==> src/rtl/clksrc_pkg.sv <==
package clksrc_pkg;

   typedef enum logic [1:0] {
      CSM_MULT   = 2'b00,
      CSM_DIRECT = 2'b01,
      CSM_HALF   = 2'b10
   } csm_mode_e;

   function automatic csm_mode_e strap_to_mode(input logic [2:0] s);
      case (s)
         3'b011:  return CSM_DIRECT;
         3'b001:  return CSM_HALF;
         default: return CSM_MULT;
      endcase
   endfunction

endpackage

==> src/rtl/clksrc_sync.sv <==
module clksrc_sync #(
   parameter int STAGES = 2
) (
   input  logic clk,
   input  logic rst_n,
   input  logic async_i,
   output logic rise_o
);
   logic [STAGES-1:0] chain_q;
   logic              prev_q;

   generate
      if (STAGES < 2) begin : g_bad_stages
         $error("clksrc_sync needs at least two stages");
      end
   endgenerate

   always_ff @(posedge clk) begin
      if (!rst_n) begin
         chain_q <= '0;
         prev_q  <= 1'b0;
      end else begin
         chain_q <= {chain_q[STAGES-2:0], async_i};
         prev_q  <= chain_q[STAGES-1];
      end
   end

   assign rise_o = chain_q[STAGES-1] & ~prev_q;
endmodule

==> src/rtl/clksrc_wdog.sv <==
module clksrc_wdog #(
   parameter int WIN_CYCLES = 64,
   parameter int CNT_W      = 8
) (
   input  logic             clk,
   input  logic             rst_n,
   input  logic             rise_i,
   input  logic [CNT_W-1:0] lo_lim,
   input  logic [CNT_W-1:0] hi_lim,
   output logic             bad_o
);
   localparam int WIN_W = (WIN_CYCLES > 2) ? $clog2(WIN_CYCLES) : 1;
   localparam logic [WIN_W-1:0] WIN_LAST = WIN_W'(WIN_CYCLES - 1);

   logic [WIN_W-1:0] win_q;
   logic [CNT_W-1:0] edges_q;
   logic [CNT_W:0]   total;
   logic             win_end;

   generate
      if (WIN_CYCLES < 2) begin : g_bad_win
         $error("clksrc_wdog window must be at least two cycles");
      end
   endgenerate

   assign win_end = (win_q == WIN_LAST);
   assign total   = {1'b0, edges_q} + {{CNT_W{1'b0}}, rise_i};
   assign bad_o   = win_end &&
                    ((total < {1'b0, lo_lim}) || (total > {1'b0, hi_lim}));

   always_ff @(posedge clk) begin
      if (!rst_n) begin
         win_q   <= '0;
         edges_q <= '0;
      end else if (win_end) begin
         win_q   <= '0;
         edges_q <= '0;
      end else begin
         win_q <= win_q + 1'b1;
         if (rise_i && (edges_q != {CNT_W{1'b1}}))
            edges_q <= edges_q + 1'b1;
      end
   end
endmodule

==> src/rtl/clksrc_guard.sv <==
module clksrc_guard (
   input  logic clk,
   input  logic rst_n,
   input  logic lock_bad_i,
   input  logic wd_bad_i,
   input  logic irq_clr_i,
   output logic fail_o,
   output logic irq_o
);
   logic lock_bad_q;
   logic event_w;

   assign event_w = wd_bad_i | (lock_bad_i & ~lock_bad_q);

   always_ff @(posedge clk) begin
      if (!rst_n) begin
         lock_bad_q <= 1'b0;
         fail_o     <= 1'b0;
         irq_o      <= 1'b0;
      end else begin
         lock_bad_q <= lock_bad_i;
         if (event_w) fail_o <= 1'b1;
         irq_o <= (irq_o & ~irq_clr_i) | event_w;
      end
   end
endmodule

==> src/rtl/clksrc_ctrl.sv <==
module clksrc_ctrl
   import clksrc_pkg::*;
#(
   parameter int WIN_CYCLES  = 64,
   parameter int CNT_W       = 8,
   parameter int SYNC_STAGES = 2
) (
   input  logic             clk_base,
   input  logic             rst_n,
   input  logic [2:0]       strap,
   input  logic             clk_in,
   input  logic             pll_locked,
   input  logic [CNT_W-1:0] lo_lim,
   input  logic [CNT_W-1:0] hi_lim,
   input  logic             irq_clr,
   output logic [1:0]       mode,
   output logic             cpu_ce,
   output logic             lock_ok,
   output logic             fail,
   output logic             irq
);
   csm_mode_e mode_q;
   logic      run_q;
   logic      acq_q;
   logic      half_q;
   logic      in_rise;
   logic      wd_bad;
   logic      lock_good;
   logic      lock_bad;
   logic      src_ce;

   generate
      if (CNT_W < 2) begin : g_bad_cnt
         $error("clksrc_ctrl edge counter too narrow");
      end
   endgenerate

   always_ff @(posedge clk_base) begin
      if (!rst_n) begin
         mode_q <= strap_to_mode(strap);
         acq_q  <= pll_locked;
         run_q  <= 1'b0;
         half_q <= 1'b0;
      end else begin
         run_q <= 1'b1;
         if (in_rise && (mode_q == CSM_HALF)) half_q <= ~half_q;
      end
   end

   clksrc_sync #(.STAGES(SYNC_STAGES)) sync_i (
      .clk     (clk_base),
      .rst_n   (rst_n),
      .async_i (clk_in),
      .rise_o  (in_rise)
   );

   clksrc_wdog #(.WIN_CYCLES(WIN_CYCLES), .CNT_W(CNT_W)) wdog_i (
      .clk    (clk_base),
      .rst_n  (rst_n),
      .rise_i (in_rise),
      .lo_lim (lo_lim),
      .hi_lim (hi_lim),
      .bad_o  (wd_bad)
   );

   assign lock_good = (mode_q == CSM_MULT) && acq_q && pll_locked;
   assign lock_bad  = run_q && (mode_q == CSM_MULT) && !(acq_q && pll_locked);

   clksrc_guard guard_i (
      .clk        (clk_base),
      .rst_n      (rst_n),
      .lock_bad_i (lock_bad),
      .wd_bad_i   (wd_bad),
      .irq_clr_i  (irq_clr),
      .fail_o     (fail),
      .irq_o      (irq)
   );

   always_comb begin
      case (mode_q)
         CSM_DIRECT: src_ce = in_rise;
         CSM_HALF:   src_ce = in_rise & half_q;
         default:    src_ce = lock_good;
      endcase
   end

   assign mode    = mode_q;
   assign cpu_ce  = run_q & (fail | src_ce);
   assign lock_ok = run_q & ~fail & lock_good;
endmodule

==> config.mk <==
export PLATFORM = sky130hd
export DESIGN_NAME = clksrc_ctrl
export DESIGN_NICKNAME = d
export VERILOG_FILES = /design/src/rtl/clksrc_pkg.sv /design/src/rtl/clksrc_sync.sv /design/src/rtl/clksrc_wdog.sv /design/src/rtl/clksrc_guard.sv /design/src/rtl/clksrc_ctrl.sv
export SDC_FILE = /design/constraint.sdc
export NUM_CORES = 1
export LEC_CHECK = 0
export BUFFER_PORTS_ARGS = -buffer_cell sky130_fd_sc_hd__buf_2
export CORE_ASPECT_RATIO = 1.2
export CORE_MARGIN = 2
export CORE_UTILIZATION = 44
export CTS_BUF_LIST = sky130_fd_sc_hd__clkbuf_4
export DETAILED_ROUTE_END_ITERATION = 16
export GPL_ROUTABILITY_DRIVEN = 0
export GPL_TIMING_DRIVEN = 0
export HOLD_SLACK_MARGIN = 0.08
export PLACE_DENSITY = 0.66
export SLEW_MARGIN = 20
export SYNTH_ARGS = -nofsm -noshare
export SYNTH_HDL_FRONTEND = slang
export SYNTH_SLANG_ARGS = --single-unit
==> constraint.sdc <==
create_clock -name clk_base -period 2.95 [get_ports clk_base]
set_clock_uncertainty 0.2 [all_clocks]
set_input_delay 0 -clock clk_base [delete_from_list [all_inputs] [get_ports clk_base]]
set_output_delay 0 -clock clk_base [all_outputs]
set_load 0.005 [all_outputs]
* After elaboration in Yosys (flattened, before gate mapping)
Index checks and enable logic that the tools add are counted.
Storage, ports and cells: bits in registers 25, input bits 24
Cells by class: add/subtract/negate cells 3, order comparisons 2, eq/ne operators 6, multiplexer cells 3, bitwise gates (word level) 16, reduce and logical (&&, ||, !) cells 12
Operators by type and width (count):
- $add 8x1->9 | 1
- $gt 9x8->1 | 1
- $lt 9x8->1 | 1
- $add 8x1->8 const B | 1
- $logic_and 1x1->1 | 8
- $ne 8x8->1 const B | 1
- $and 1x1->1 | 7
- $add 6x1->6 const B | 1
- $eq 6x6->1 const B | 1
- $not 1->1 | 6
- $pmux 2 s2 | 1
- $eq 3x1->1 const B | 1
- $eq 3x2->1 const B | 1
- $or 1x1->1 | 3
- $eq 2x1->1 const B | 1
- $eq 2x2->1 const B | 1
- $logic_not 2->1 | 1
- $pmux 1 s2 | 1
- $reduce_or 2->1 | 1
- $logic_not 1->1 | 1
- $logic_or 1x1->1 | 1
- $mux 1 | 1

* Depth between registers and ports, before layout
Gate-level depths: netlist (run 1).
depth after elaboration 8, depth in mapped cells 10, depth with buffers taken out 10

* By module
From an unflattened synthesis (run 1), not the netlist that was laid out.
Second synthesis, totals: cell total of the unflattened synthesis 179, area total of the unflattened synthesis 1571.5 µm²
By module, submodules not included:
- clksrc_wdog | instances 1, cells each 139, area an instance 1112.3 µm²
- clksrc_ctrl | instances 1, cells each 25, area an instance 261.5 µm²
- clksrc_guard | instances 1, cells each 8, area an instance 105.1 µm²
- clksrc_sync | instances 1, cells each 7, area an instance 92.6 µm²

* Worst setup path after synthesis (run 1)
Ideal clock, no wire load.
path kind reg-to-reg, start register sync_i.prev_q, end register guard_i.irq_o, arrival 2185 ps, slack 445 ps, stages on the path, launching flop included 11, buffers on the path 0, clock period less this slack 2505 ps, cell sequence dfxtp_1 and2b_1 ha_1 nand3_1 xnor2_1 ha_1 nand4_1 or3_1 o211ai_2 a31oi_1 o31a_1
Between the ends: longest elaborated chain between the ends 8
RTL lines:
- from (decl) | line clksrc_sync.sv:10 | logic prev_q;
- from (signal assigned) | line clksrc_sync.sv:24 | prev_q <= chain_q[STAGES-1];
- $not 1->1 (*) | line clksrc_sync.sv:28 | assign rise_o = chain_q[STAGES-1] & ~prev_q;
- $and 1x1->1 (*) | line clksrc_sync.sv:28
- $add 8x1->9 (*) | line clksrc_wdog.sv:27 | assign total = {1'b0, edges_q} + {{CNT_W{1'b0}}, rise_i};
- $lt 9x8->1 / $gt 9x8->1 (equally long branches) | line clksrc_wdog.sv:29 | ((total < {1'b0, lo_lim}) || (total > {1'b0, hi_lim}));
- $logic_or 1x1->1 (*) | line clksrc_wdog.sv:29
- $logic_and 1x1->1 (*) | line clksrc_wdog.sv:28 | assign bad_o = win_end &&
- $or 1x1->1 (*) | line clksrc_guard.sv:13 | assign event_w = wd_bad_i | (lock_bad_i & ~lock_bad_q);
- $or 1x1->1 (*) | line clksrc_guard.sv:23 | irq_o <= (irq_o & ~irq_clr_i) | event_w;
- to (signal assigned) | line clksrc_guard.sv:23
- to (decl) | line clksrc_guard.sv:8 | output logic irq_o
Mark *: on every way between the ends. The rest lies on a longest branch, timed or not. A chain may end at the register's enable or synchronous reset.

* Final worst setup path (run 1)
Ends and elaborated chain as after synthesis.

==> results summary, run 1 <==
The flow ran to the end, and the final reports show no timing, DRC or antenna violations. The overall die height is 68.7 um. The largest driver fanout on the critical path is 6. The overall die area is 0.00397 mm2. Setup repair after global routing left no endpoint under its margin. The worst stage delay on the critical path is 0.32 ns. Entering global routing, the biggest net connects 15 pins. The layout-stage area growth over the synthesis result came out at 21.1%. The clock period minus worst slack came out at 2.74 ns. After technology mapping, the gate count stands at 174. The predominant post-synthesis flop cell is dfxtp_1. After the first detailed-routing iteration, the DRC count stood at 39.

The site row count is 23. The maximum number of buffers from clock root to sink is 2. At the pin with the least slew margin, the transition time is 0.264 ns.

The arrival time at the worst endpoint is 2.77 ns. After detailed routing, the number of remaining DRC violations is 0. TritonCTS built the clock tree. The synthesized design spends more area on one cell type than any other, namely dfxtp_1.

Traced cell by cell, the critical path runs through and2b_1 -> ha_1 -> nand2_1 -> xnor2_2 -> ha_1 -> a211oi_1 -> o221ai_1 -> o211ai_2 -> a31oi_2 -> o31a_1. The remaining global-route overflow is 0. The number of antenna violations at the first check in global routing came to 0. The final wirelength came out at 3.01 mm. The post-route netlist has 19.4% of its cells at a drive strength greater than 1. The routed length on met2 is 1.64 mm.

The reported max-cap violation count is 0. The horizontal die dimension came out at 57.9 um. The first global-routing pass estimated 5.13 mm of wire. The tree is rooted in a clkbuf_4.

The placed wire-length estimate is 2.45 mm. The wire length the detailed router placed on met1 came out at 1.20 mm. The yosys synthesis warning count came out at 0.

For the worst setup path, the data required time is 2.98 ns. The top achievable clock speed is 365 MHz. The clock latency on the worst-skew pair is 0.32 ns. 30 I/O pins were placed. The total length of routed met3 wires came out at 108 um. For this run, asynchronously set or reset flops after synthesis account for 0%.

The cell that appears most often on the critical path is ha_1. The number of buffers added on ports is 29. The final max-slew violation count is 0. STA classifies the critical path startpoint as a flip-flop. In this run the cell area of the synthesized design comes to 0.00153 mm2. Measured on the finished design, the core utilization comes to 55.6%.

The clock transition at the registers of the reported paths came out at 0.13 ns. After synthesis, the largest area contributor takes up 28.7% of total cell area. The starting utilization of the core area came out at 45.9%. The detail route stage leaves a number of antenna-violating nets equal to 0.

The total number of clock tree sinks came out at 25. After synthesis, the cell types taking the most area are dfxtp_1, ha_1, xnor2_1. The clock buffer count from CTS came out at 3. In this run the standard cell core region covers 0.00334 mm2.

Sequential cells were found to cover 34.6% of the synthesized design area. The library cell contributing the largest single delay on the critical path is dfxtp_1. In the global route stage, overall resource usage came out at 16.8%. The synthesized design contains 3 enable-type register cells.

The number of levels in the clock H-tree is 1. The average wire per standard cell came out at 11.9 um. The number of global-route vias before repair came out at 1,323. The power density over cell area is 323 mW/mm2. The maximum VDD drop is 0.000321 V.

The number of nets produced by synthesis came out at 220. The kind of path behind the tightest hold check is input port to flip-flop. The post-synthesis average cell area is 8.81 um2.

The total vias in the final route is 1,315. The worst setup path is captured at a flip-flop. The vias per cell is 5.20. The count of endpoints failing setup in the final report came out at 0. The net count of the finished layout is 263.

The share of the clock period used by the worst path is 92.8%. The count of antenna diodes in the layout came out at 0. The first detailed-routing pass ran for 4 iterations. Counting instances in the post-synthesis netlist gives the leading cell types as dfxtp_1, ha_1, inv_1. The smallest setup slack after layout came out at 0.211 ns. The flip-flop and latch count after synthesis came out at 25. The setup TNS after final layout came out at 0 ns. The worst-case setup slack after placement is 0.116 ns. The worst slew slack as a fraction of its limit is 82.4%. Routed signal wires occupy layers up through met4.

The cell leakage power is 0.929 nW. The final hold violation count is 0. The critical path is of the flip-flop to flip-flop type. The count of distinct cell types in the synthesized netlist is 35.
==> placed cells by master, fill, tap and decap left out, types with 2 or more instances in the layout <==
master         count
nand3_1           12
xnor2_1           10
buf_2             32
o21a_1             2
nand4_1            7
and2_1             3
inv_1             19
and3_1             4
dfxtp_1           22
o31a_1             2
ha_1              22
nor3_1             2
clkbuf_4           3
dlygate4sd3_1      9
nor3b_1            3
xor2_1             8
edfxtp_1           3
nand2_1           12
a21o_1             3
o21ai_1            2
nor2_1            15
a21oi_1            3
==> power breakdown <==
| group | switching, mW | total (mW) | internal [mW] |
|---|---|---|---|
| Clock | 0.0997 | 0.150 | 0.0508 |
| Sequential | 0.00881 | 0.365 | 0.356 |
| Combinational | 0.0398 | 0.0840 | 0.0443 |
| Total | 0.148 | 0.600 | 0.451 |
==> cell families after synthesis <==
| family | count (synthesis) | synth area share [%] |
|---|---|---|
| adder cells (fa/ha/maj) | 22 | 18.0 |
| XOR/XNOR | 19 | 10.9 |
| buffers and inverters | 23 | 5.88 |
| AO/OA/AOI/OAI | 20 | 9.22 |
| flip-flops | 25 | 34.6 |
| AND/OR/NAND/NOR | 65 | 21.5 |
==> area by class of cell <==
class | count | area (um2)
timing repair buffer | 38 | 235
clock buffer | 3 | 22.5
multi-input combinational | 126 | 926
fill | 319 | 1480
sequential | 25 | 531
clock inverter | 1 | 5.00
buffer | 3 | 15.0
inverter | 20 | 75.1
tap | 37 | 46.3
==> worst max-delay path, delay by kind of cell, from the launching register on <==
kind	cells	cell delay [ns]
AO/OA/AOI/OAI	5	1.00
adder cells (fa/ha/maj)	2	0.55
AND/OR/NAND/NOR	2	0.40
flip-flops	1	0.32
XOR/XNOR	1	0.16
==> registers in the layout (all words and copies together) (netlist names) <==
| signal | flops |
|---|---|
| guard_i.fail_o | 1 |
| sync_i.prev_q | 1 |
| guard_i.lock_bad_q | 1 |
| half_q | 1 |
| acq_q | 1 |
| mode | 2 |
| guard_i.irq_o | 1 |
| wdog_i.edges_q | 8 |
| wdog_i.win_q | 6 |
| sync_i.chain_q | 2 |
| run_q | 1 |
==> final timing paths <==
check / start / depth (start not counted) / slack [ns] / to
min reg2reg: sync_i.chain_q[0] / 1 / 0.25 / sync_i.chain_q[1]
max: sync_i.prev_q / 10 / 0.21 / guard_i.irq_o
max reg2reg: sync_i.prev_q / 10 / 0.21 / guard_i.irq_o
min: pll_locked / 2 / 0.22 / acq_q
==> stage by stage <==
step	instances	power, mW	cell area, um2	hold slack, ns
floorplan	174	0.415	1530	-0.172
global placement	240	0.443	1720	0.00928
detailed placement	240	0.449	1720	0.0147
CTS	253	0.609	1840	0.213
global route	253	0.631	1860	0.241
finish	253	0.600	1860	0.220
==> per-layer routing <==
metal	track usage [%]	vias to the layer above
met5	0	-
met1	16.9	606
met4	7.85	0
li1	-	679
met3	2.24	7
met2	33.7	23
==> repair_timing <==
| action | in CTS | in global routing |
|---|---|---|
| setup buffers | 0 | 0 |
| endpoints found under the setup margin | 0 | 2 |
| hold endpoints to repair | 28 | 0 |
| hold buffers | 9 | 0 |
| gates resized for setup | 0 | 2 |
No activity file was read; power rests on OpenSTA's default activity.
==> inputs of run 2 (changes only) <==
Settings changed: CORE_ASPECT_RATIO 1.2 to 0.9, CTS_CLUSTER_DIAMETER set to 80, PLACE_DENSITY 0.66 to 0.68.
Clock period 2.95 ns to 2.5 ns, I/O delays scaled along.
==> run 2 against run 1 <==
Against the previous run:
- the run now ends with negative setup slack left
- power is 19% higher
- clock-buffer cell count is the same
- via count grew 0.61%
- first-iteration DRC count is the same
- sequential cell count did not move
- final area is 8.4% higher
- largest power group unchanged
- critical path depth unchanged
- final cell count increased by 5.9%
- highest routed layer unchanged
- global-route usage grew 0.38 points
- register-to-register slack got worse by 0.32 ns
- combinational power rose by 23%
- largest cell class unchanged
==> results summary, run 2 (synthesized netlist as in run 1, its figures left out) <==
The floorplan core area came out at 0.00335 mm2 (was 0.00334 mm2). The clock period minus worst slack came out at 2.61 ns (was 2.74 ns). The final wirelength came out at 3.10 mm (was 3.01 mm). The layout-stage area growth over the synthesis result was 31.2% (was 21.1%). The switching part of the total power came out at 25.3% (was 24.7%). The number of buffers added on ports is 29 (unchanged). Leading cell types in the layout, fill and taps excluded: buf_2, ha_1, inv_1, dfxtp_1, nor2_1 (was buf_2, ha_1, dfxtp_1, inv_1, nor2_1). The register with the most flip-flops is wdog_i.edges_q (unchanged). The wire length of the first global-routing pass is 5.23 mm (was 5.13 mm).

The largest driver fanout on the critical path was 4 (was 6). The starting utilization of the core area came out at 45.7% (was 45.9%). The number of cells after detailed placement came out at 247 (was 240). The final max-slew violation count came out at 0 (unchanged).

The final non-filler cell total is 268 (was 253). The combinational power share is 14.3% (was 14.0%). The overall die height is 60.0 um (was 68.7 um).

The clock tree from TritonCTS is built (unchanged). The average wire per standard cell is 11.6 um (was 11.9 um). The number of antenna violations at the first check in global routing is 0 (unchanged). The type of the setup path with the least slack is flip-flop to flip-flop (unchanged). Top Registers: wdog_i.edges_q: 8 flops, wdog_i.win_q: 6 flops (unchanged).

The clock transition at the registers of the reported paths was 0.14 ns (was 0.13 ns). The maximum number of pins on one net before global-route repair came out at 16 (was 15). The most frequent standard cell in the layout excluding fill and tap cells is buf_2 (unchanged). The power density over cell area came out at 356 mW/mm2 (was 323 mW/mm2). The share of the clock period used by the worst path is 104% (was 92.8%). The clock power share is 25.7% (was 25.1%).

The share of the core filled with cells in the final layout is 60.0% (was 55.6%). The number of global-route vias before repair came out at 1,243 (was 1,323). The internal cell power came out at 534 uW (was 451 uW). The overall die area came out at 0.00397 mm2 (about the same). The clock latency on the worst-skew pair was 0.32 ns (about the same).

The aggregate global-route resource usage is 17.1% (was 16.8%). The number of levels in the clock H-tree came out at 1 (unchanged). The clock root buffer master is clkbuf_4 (unchanged).

The worst slew slack as a fraction of its limit is 81.8% (was 82.4%). The endpoint kind of the worst setup timing path is a flip-flop (unchanged). The switching power total is 181 uW (was 148 uW). The final hold violation count came to 0 (unchanged). The actual transition at the worst max-transition pin is 0.272 ns (was 0.264 ns).

The top-level port count is 30 (unchanged). The number of nets with antenna violations after detailed routing came to 0 (unchanged). The reported max-cap violation count is 0 (unchanged). The sort of element at the start of the critical path is a flip-flop (unchanged).

The fraction of layout cells with a size suffix above 1 came out at 28.6% (was 19.4%). The top achievable clock speed came out at 383 MHz (was 365 MHz). The smallest setup slack after layout came to -0.111 ns (was 0.211 ns). Result of the run: finished with violations (was finished, final reports clean). The worst endpoint required time came out at 2.53 ns (was 2.98 ns). The horizontal die dimension came to 66.2 um (was 57.9 um). The number of search-and-repair iterations in the first detailed-routing pass is 4 (unchanged).

The sequential power share was 60.0% (was 60.9%). The overall power consumption came out at 715 uW (was 600 uW). The number of nets in the finished design came out at 271 (was 263). The remaining global-route overflow is 0 (unchanged). The number of DRC markers in iteration 0 was 39 (unchanged).

The number of flip-flops under the largest register name came out at 8 (unchanged). The clock buffer count from CTS is 3 (unchanged). The cell leakage power came out at 0.994 nW (was 0.929 nW). The arrival time at the worst endpoint came out at 2.64 ns (was 2.77 ns). The final reports fail on negative setup slack. The cell area after placement is 0.00174 mm2 (was 0.00172 mm2).

The vias per cell was 4.94 (was 5.20). Unrepaired setup endpoints after global routing: true (was false). The count of endpoints failing setup in the final report came out at 2 (was 0). The total number of clock tree sinks is 25 (unchanged).

The site row count came out at 20 (was 23). The count of antenna diodes in the layout is 0 (unchanged). The final-layout worst hold slack was 0.229 ns (was 0.220 ns). The DRC violation count after routing was 0 (unchanged). The maximum VDD drop came out at 0.000183 V (was 0.000321 V). The kind of path behind the tightest hold check was input port to flip-flop (unchanged). The total vias in the final route came out at 1,323 (was 1,315). The summed area of non-filler cells in the final layout is 0.00201 mm2 (was 0.00186 mm2). The placed wire-length estimate came out at 2.20 mm (was 2.45 mm). The maximum number of buffers from clock root to sink is 2 (unchanged).
-- run 2: what timing repair did --
action | 4_1_cts | 5_1_grt
hold endpoints to repair | 28 | 0
hold buffers | 9 | 0
gates resized for setup | 17 | 4
setup buffers | 3 | 5
cloned | 0 | 0
pin swaps | 4 | 7
setup endpoints to repair | 2 | 2
-- run 2: path summary, 6_finish.rpt --
kind | start | endpoint | slack [ns] | depth (start not counted)
worst max-delay path | sync_i.prev_q | guard_i.fail_o | -0.11 | 10
worst max register to register | sync_i.prev_q | guard_i.fail_o | -0.11 | 10
worst min register to register | sync_i.chain_q[0] | sync_i.chain_q[1] | 0.26 | 1
worst min-delay path | rst_n | run_q | 0.23 | 2
-- run 2: power groups by stage --
stage / Combinational [mW] / Clock [mW] / Sequential [mW]
after floorplan: 0.0515 / 0 / 0.438
after global placement: 0.0852 / 0 / 0.439
after detailed placement: 0.0870 / 0 / 0.440
after CTS: 0.101 / 0.192 / 0.431
after global routing: 0.120 / 0.208 / 0.431
final: 0.103 / 0.184 / 0.429
-- run 2: routing by layer --
metal | track usage, % | vias to the layer above | share of wire (%)
li1 | - | 701 | -
met1 | 22.6 | 600 | 50
met2 | 28.4 | 20 | 46
met3 | 3.95 | 2 | 3.1
met4 | 4.37 | 0 | 0.55
met5 | 0 | - | 0
-- run 2: cell type report --
class                   count  area (um2)
fillers                   305        1340
multi-input cells         126         997
flip-flops and latches     25         543
repair buffers             46         295
inverters                  20        75.1
well taps                  44        55.1
clock buffers               3        22.5
plain buffers               3        15.0
clock inverters             1        7.51
-- run 2: worst max-delay path: stages (launching register included) --
cell and delay (ns):
dfxtp_1 0.33, and2b_4 0.28, ha_4 0.16, nand4_1 0.16, xnor2_2 0.20, ha_1 0.31, nand3_2 0.07, or3_1 0.32
o211ai_2 0.08, a31oi_2 0.12, o31a_1 0.29
-- run 2: stage by stage --
| step | TNS [ns] | worst slack [ns] |
|---|---|---|
| finish | -0.209 | -0.111 |
| CTS | -0.201 | -0.103 |
| detailed placement | -0.679 | -0.343 |
| global placement | -0.593 | -0.300 |
| floorplan | 0 | 0.00430 |
| global route | -0.439 | -0.221 |
==> inputs of run 3 (changes only) <==
Settings changed: CORE_UTILIZATION 44 to 40, PLACE_DENSITY 0.68 to not set.
==> run 3 against run 2 <==
Against the previous run:
- the run still ends with negative setup slack left
- final area is 1.3% higher
- clock power is 2% lower
- sequential cell count stayed put
- first-iteration DRC count is 23% lower
- largest power group unchanged
==> results summary, run 3 (synthesized netlist as in run 1, its figures left out) <==
Top Registers: wdog_i.edges_q: 8 flops, wdog_i.win_q: 6 flops (unchanged). The number of flip-flops under the largest register name is 8 (unchanged). The share of the clock period used by the worst path was 106% (was 104%). The top-level port count came out at 30 (unchanged). The count of endpoints failing setup in the final report was 2 (unchanged). The worst endpoint required time is 2.52 ns (was 2.53 ns). The maximum VDD drop is 0.000345 V (was 0.000183 V).

The slack of the worst reg-to-reg path is -0.15 ns (was -0.11 ns). The overall die height is 62.7 um (was 60.0 um). The site row count is 21 (was 20). The hold path startpoint is pll_locked (was rst_n). The endpoint kind of the worst setup timing path is a flip-flop (unchanged). The kind of path behind the tightest hold check is input port to flip-flop (unchanged). The number of antenna violations at the first check in global routing is 0 (unchanged).

The largest driver fanout on the critical path came out at 4 (unchanged). The smallest setup slack after layout came out at -0.146 ns (was -0.111 ns). The aggregate global-route resource usage was 14.6% (was 17.1%).

The number of global-route vias before repair came out at 1,285 (was 1,243). The vias per cell came out at 4.94 (about the same). The power density over cell area was 352 mW/mm2 (was 356 mW/mm2). The cell leakage power came out at 0.991 nW (was 0.994 nW). The total number of clock tree sinks came out at 25 (unchanged).

The number of DRC markers in iteration 0 is 30 (was 39). The summed area of non-filler cells in the final layout is 0.00204 mm2 (was 0.00201 mm2). The destination of the critical timing path was guard_i.irq_o (was guard_i.fail_o). The arrival time at the worst endpoint came out at 2.66 ns (was 2.64 ns). The global routing met1 resource utilization is 17.0% (was 22.6%).

The global-route layer with the greatest usage is met2 (unchanged). The final wirelength is 3.16 mm (was 3.10 mm). The number of search-and-repair iterations in the first detailed-routing pass came out at 4 (unchanged).

The total vias in the final route was 1,314 (was 1,323). The number of nets with antenna violations after detailed routing is 0 (unchanged). The worst reg2reg path depth came out at 10 (unchanged). The reg-to-reg critical path startpoint is sync_i.prev_q (unchanged). Leading cell types in the layout, fill and taps excluded: buf_2, ha_1, inv_1, dfxtp_1, nor2_1 (unchanged). The reported max-cap violation count was 0 (unchanged). The layout-stage area growth over the synthesis result came out at 32.9% (was 31.2%). The placed wire-length estimate came to 2.39 mm (was 2.20 mm). The worst slew slack as a fraction of its limit is 80.8% (was 81.8%). The clock root buffer master is clkbuf_4 (unchanged).

The register with the most flip-flops is wdog_i.edges_q (unchanged). The sort of element at the start of the critical path is a flip-flop (unchanged). The wire length of the first global-routing pass is 5.23 mm (unchanged).

The clock buffer count from CTS came out at 3 (unchanged). The cell area after placement is 0.00174 mm2 (about the same). The worst-case setup slack after placement came out at -0.309 ns (was -0.343 ns). The number of buffers added on ports was 29 (unchanged). The floorplan core area came out at 0.00370 mm2 (was 0.00335 mm2). The starting utilization of the core area is 41.4% (was 45.7%).

The horizontal die dimension came to 69.3 um (was 66.2 um). The share of the core filled with cells in the final layout is 55.0% (was 60.0%). The top achievable clock speed came out at 378 MHz (was 383 MHz). The global routing usage on met3 is 3.23% (was 3.95%). The endpoint of the worst register-to-register path was guard_i.irq_o (was guard_i.fail_o).

The most frequent standard cell in the layout excluding fill and tap cells is buf_2 (unchanged). The overall power consumption is 718 uW (was 715 uW). The number of levels in the clock H-tree came to 1 (unchanged).

The overall die area is 0.00434 mm2 (was 0.00397 mm2). The maximum number of pins on one net before global-route repair came to 16 (unchanged). The final hold violation count came out at 0 (unchanged). The clock period minus worst slack is 2.65 ns (was 2.61 ns). The final-layout worst hold slack came out at 0.225 ns (was 0.229 ns). The clock tree from TritonCTS is built (unchanged). Violated checks: negative setup slack (unchanged). The number of nets in the finished design came out at 267 (was 271). The final max-slew violation count was 0 (unchanged). The launch point of the critical path is sync_i.prev_q (unchanged).

The count of antenna diodes in the layout came out at 0 (unchanged). Unrepaired setup endpoints after global routing: true (unchanged). The maximum number of buffers from clock root to sink came out at 2 (unchanged). The clock latency on the worst-skew pair is 0.32 ns (about the same). The clock transition at the registers of the reported paths is 0.14 ns (about the same). The type of the setup path with the least slack was flip-flop to flip-flop (unchanged). The DRC violation count after routing is 0 (unchanged). The remaining global-route overflow is 0 (unchanged). The met2 track demand over resource came out at 27.8% (was 28.4%). Result of the run: finished with violations (unchanged). The average wire per standard cell is 11.9 um (was 11.6 um). The fraction of layout cells with a size suffix above 1 is 31.4% (was 28.6%).

The actual transition at the worst max-transition pin is 0.287 ns (was 0.272 ns).
run 3: changes by cell type in the layout (fill, tap and decap cells not counted), moves of 2 or more:
cell	before	now
dfxtp_2	1	3
xnor2_2	4	6
clkbuf_4	3	5
buf_2	32	30
buf_4	8	4
xnor2_1	7	5
run 3: critical path: stages (launching register included):
cell and delay [ns]:
dfxtp_2 0.34, and2b_2 0.27, ha_4 0.17, nand4_1 0.14, xnor2_2 0.19, ha_1 0.31, nand3_2 0.09, or3_4 0.34
o211ai_2 0.07, a31oi_2 0.13, o31a_1 0.29
run 3: metal layers:
| metal | up-vias | share of wire (%) |
|---|---|---|
| met5 | - | 0 |
| met4 | 0 | 0 |
| met3 | 0 | 3.2 |
| met2 | 20 | 52 |
| met1 | 605 | 45 |
| li1 | 689 | - |
run 3: worst min-delay path by stage:
| stage | end | depth (start not counted) |
|---|---|---|
| floorplan | run_q | 0 |
| global placement | acq_q | 1 |
| detailed placement | acq_q | 1 |
| CTS | acq_q | 2 |
| global route | acq_q | 2 |
| finish | acq_q | 2 |
run 3: what timing repair did:
item                                    in CTS  in global routing
pin swaps                                    9                  7
endpoints found under the setup margin       2                  2
hold buffers                                 9                  0
endpoints found under the hold margin       28                  0
gates resized for setup                     17                 15
setup buffers                                3                  1
run 3: through the flow:
stage / std cells / TNS, ns
after detailed placement: 249 / -0.591
after global routing: 266 / -0.437
final: 266 / -0.287
after floorplan: 174 / 0
after global placement: 249 / -0.569
after CTS: 265 / -0.218
run 3: layout make-up:
class                   count  area, um2
repair buffers             42        265
inverters                  20       75.1
clock buffers               3       22.5
plain buffers               3       20.0
fillers                   335       1670
flip-flops and latches     25        542
well taps                  46       57.6
multi-input cells         126       1050
clock inverters             1       7.51
run 3: where the power goes:
group	leakage, nW	internal, mW	switching (mW)
logic	0.766	0.0570	0.0501
registers	0.211	0.419	0.0121
clock network	0.0139	0.0611	0.119
total	0.991	0.537	0.181
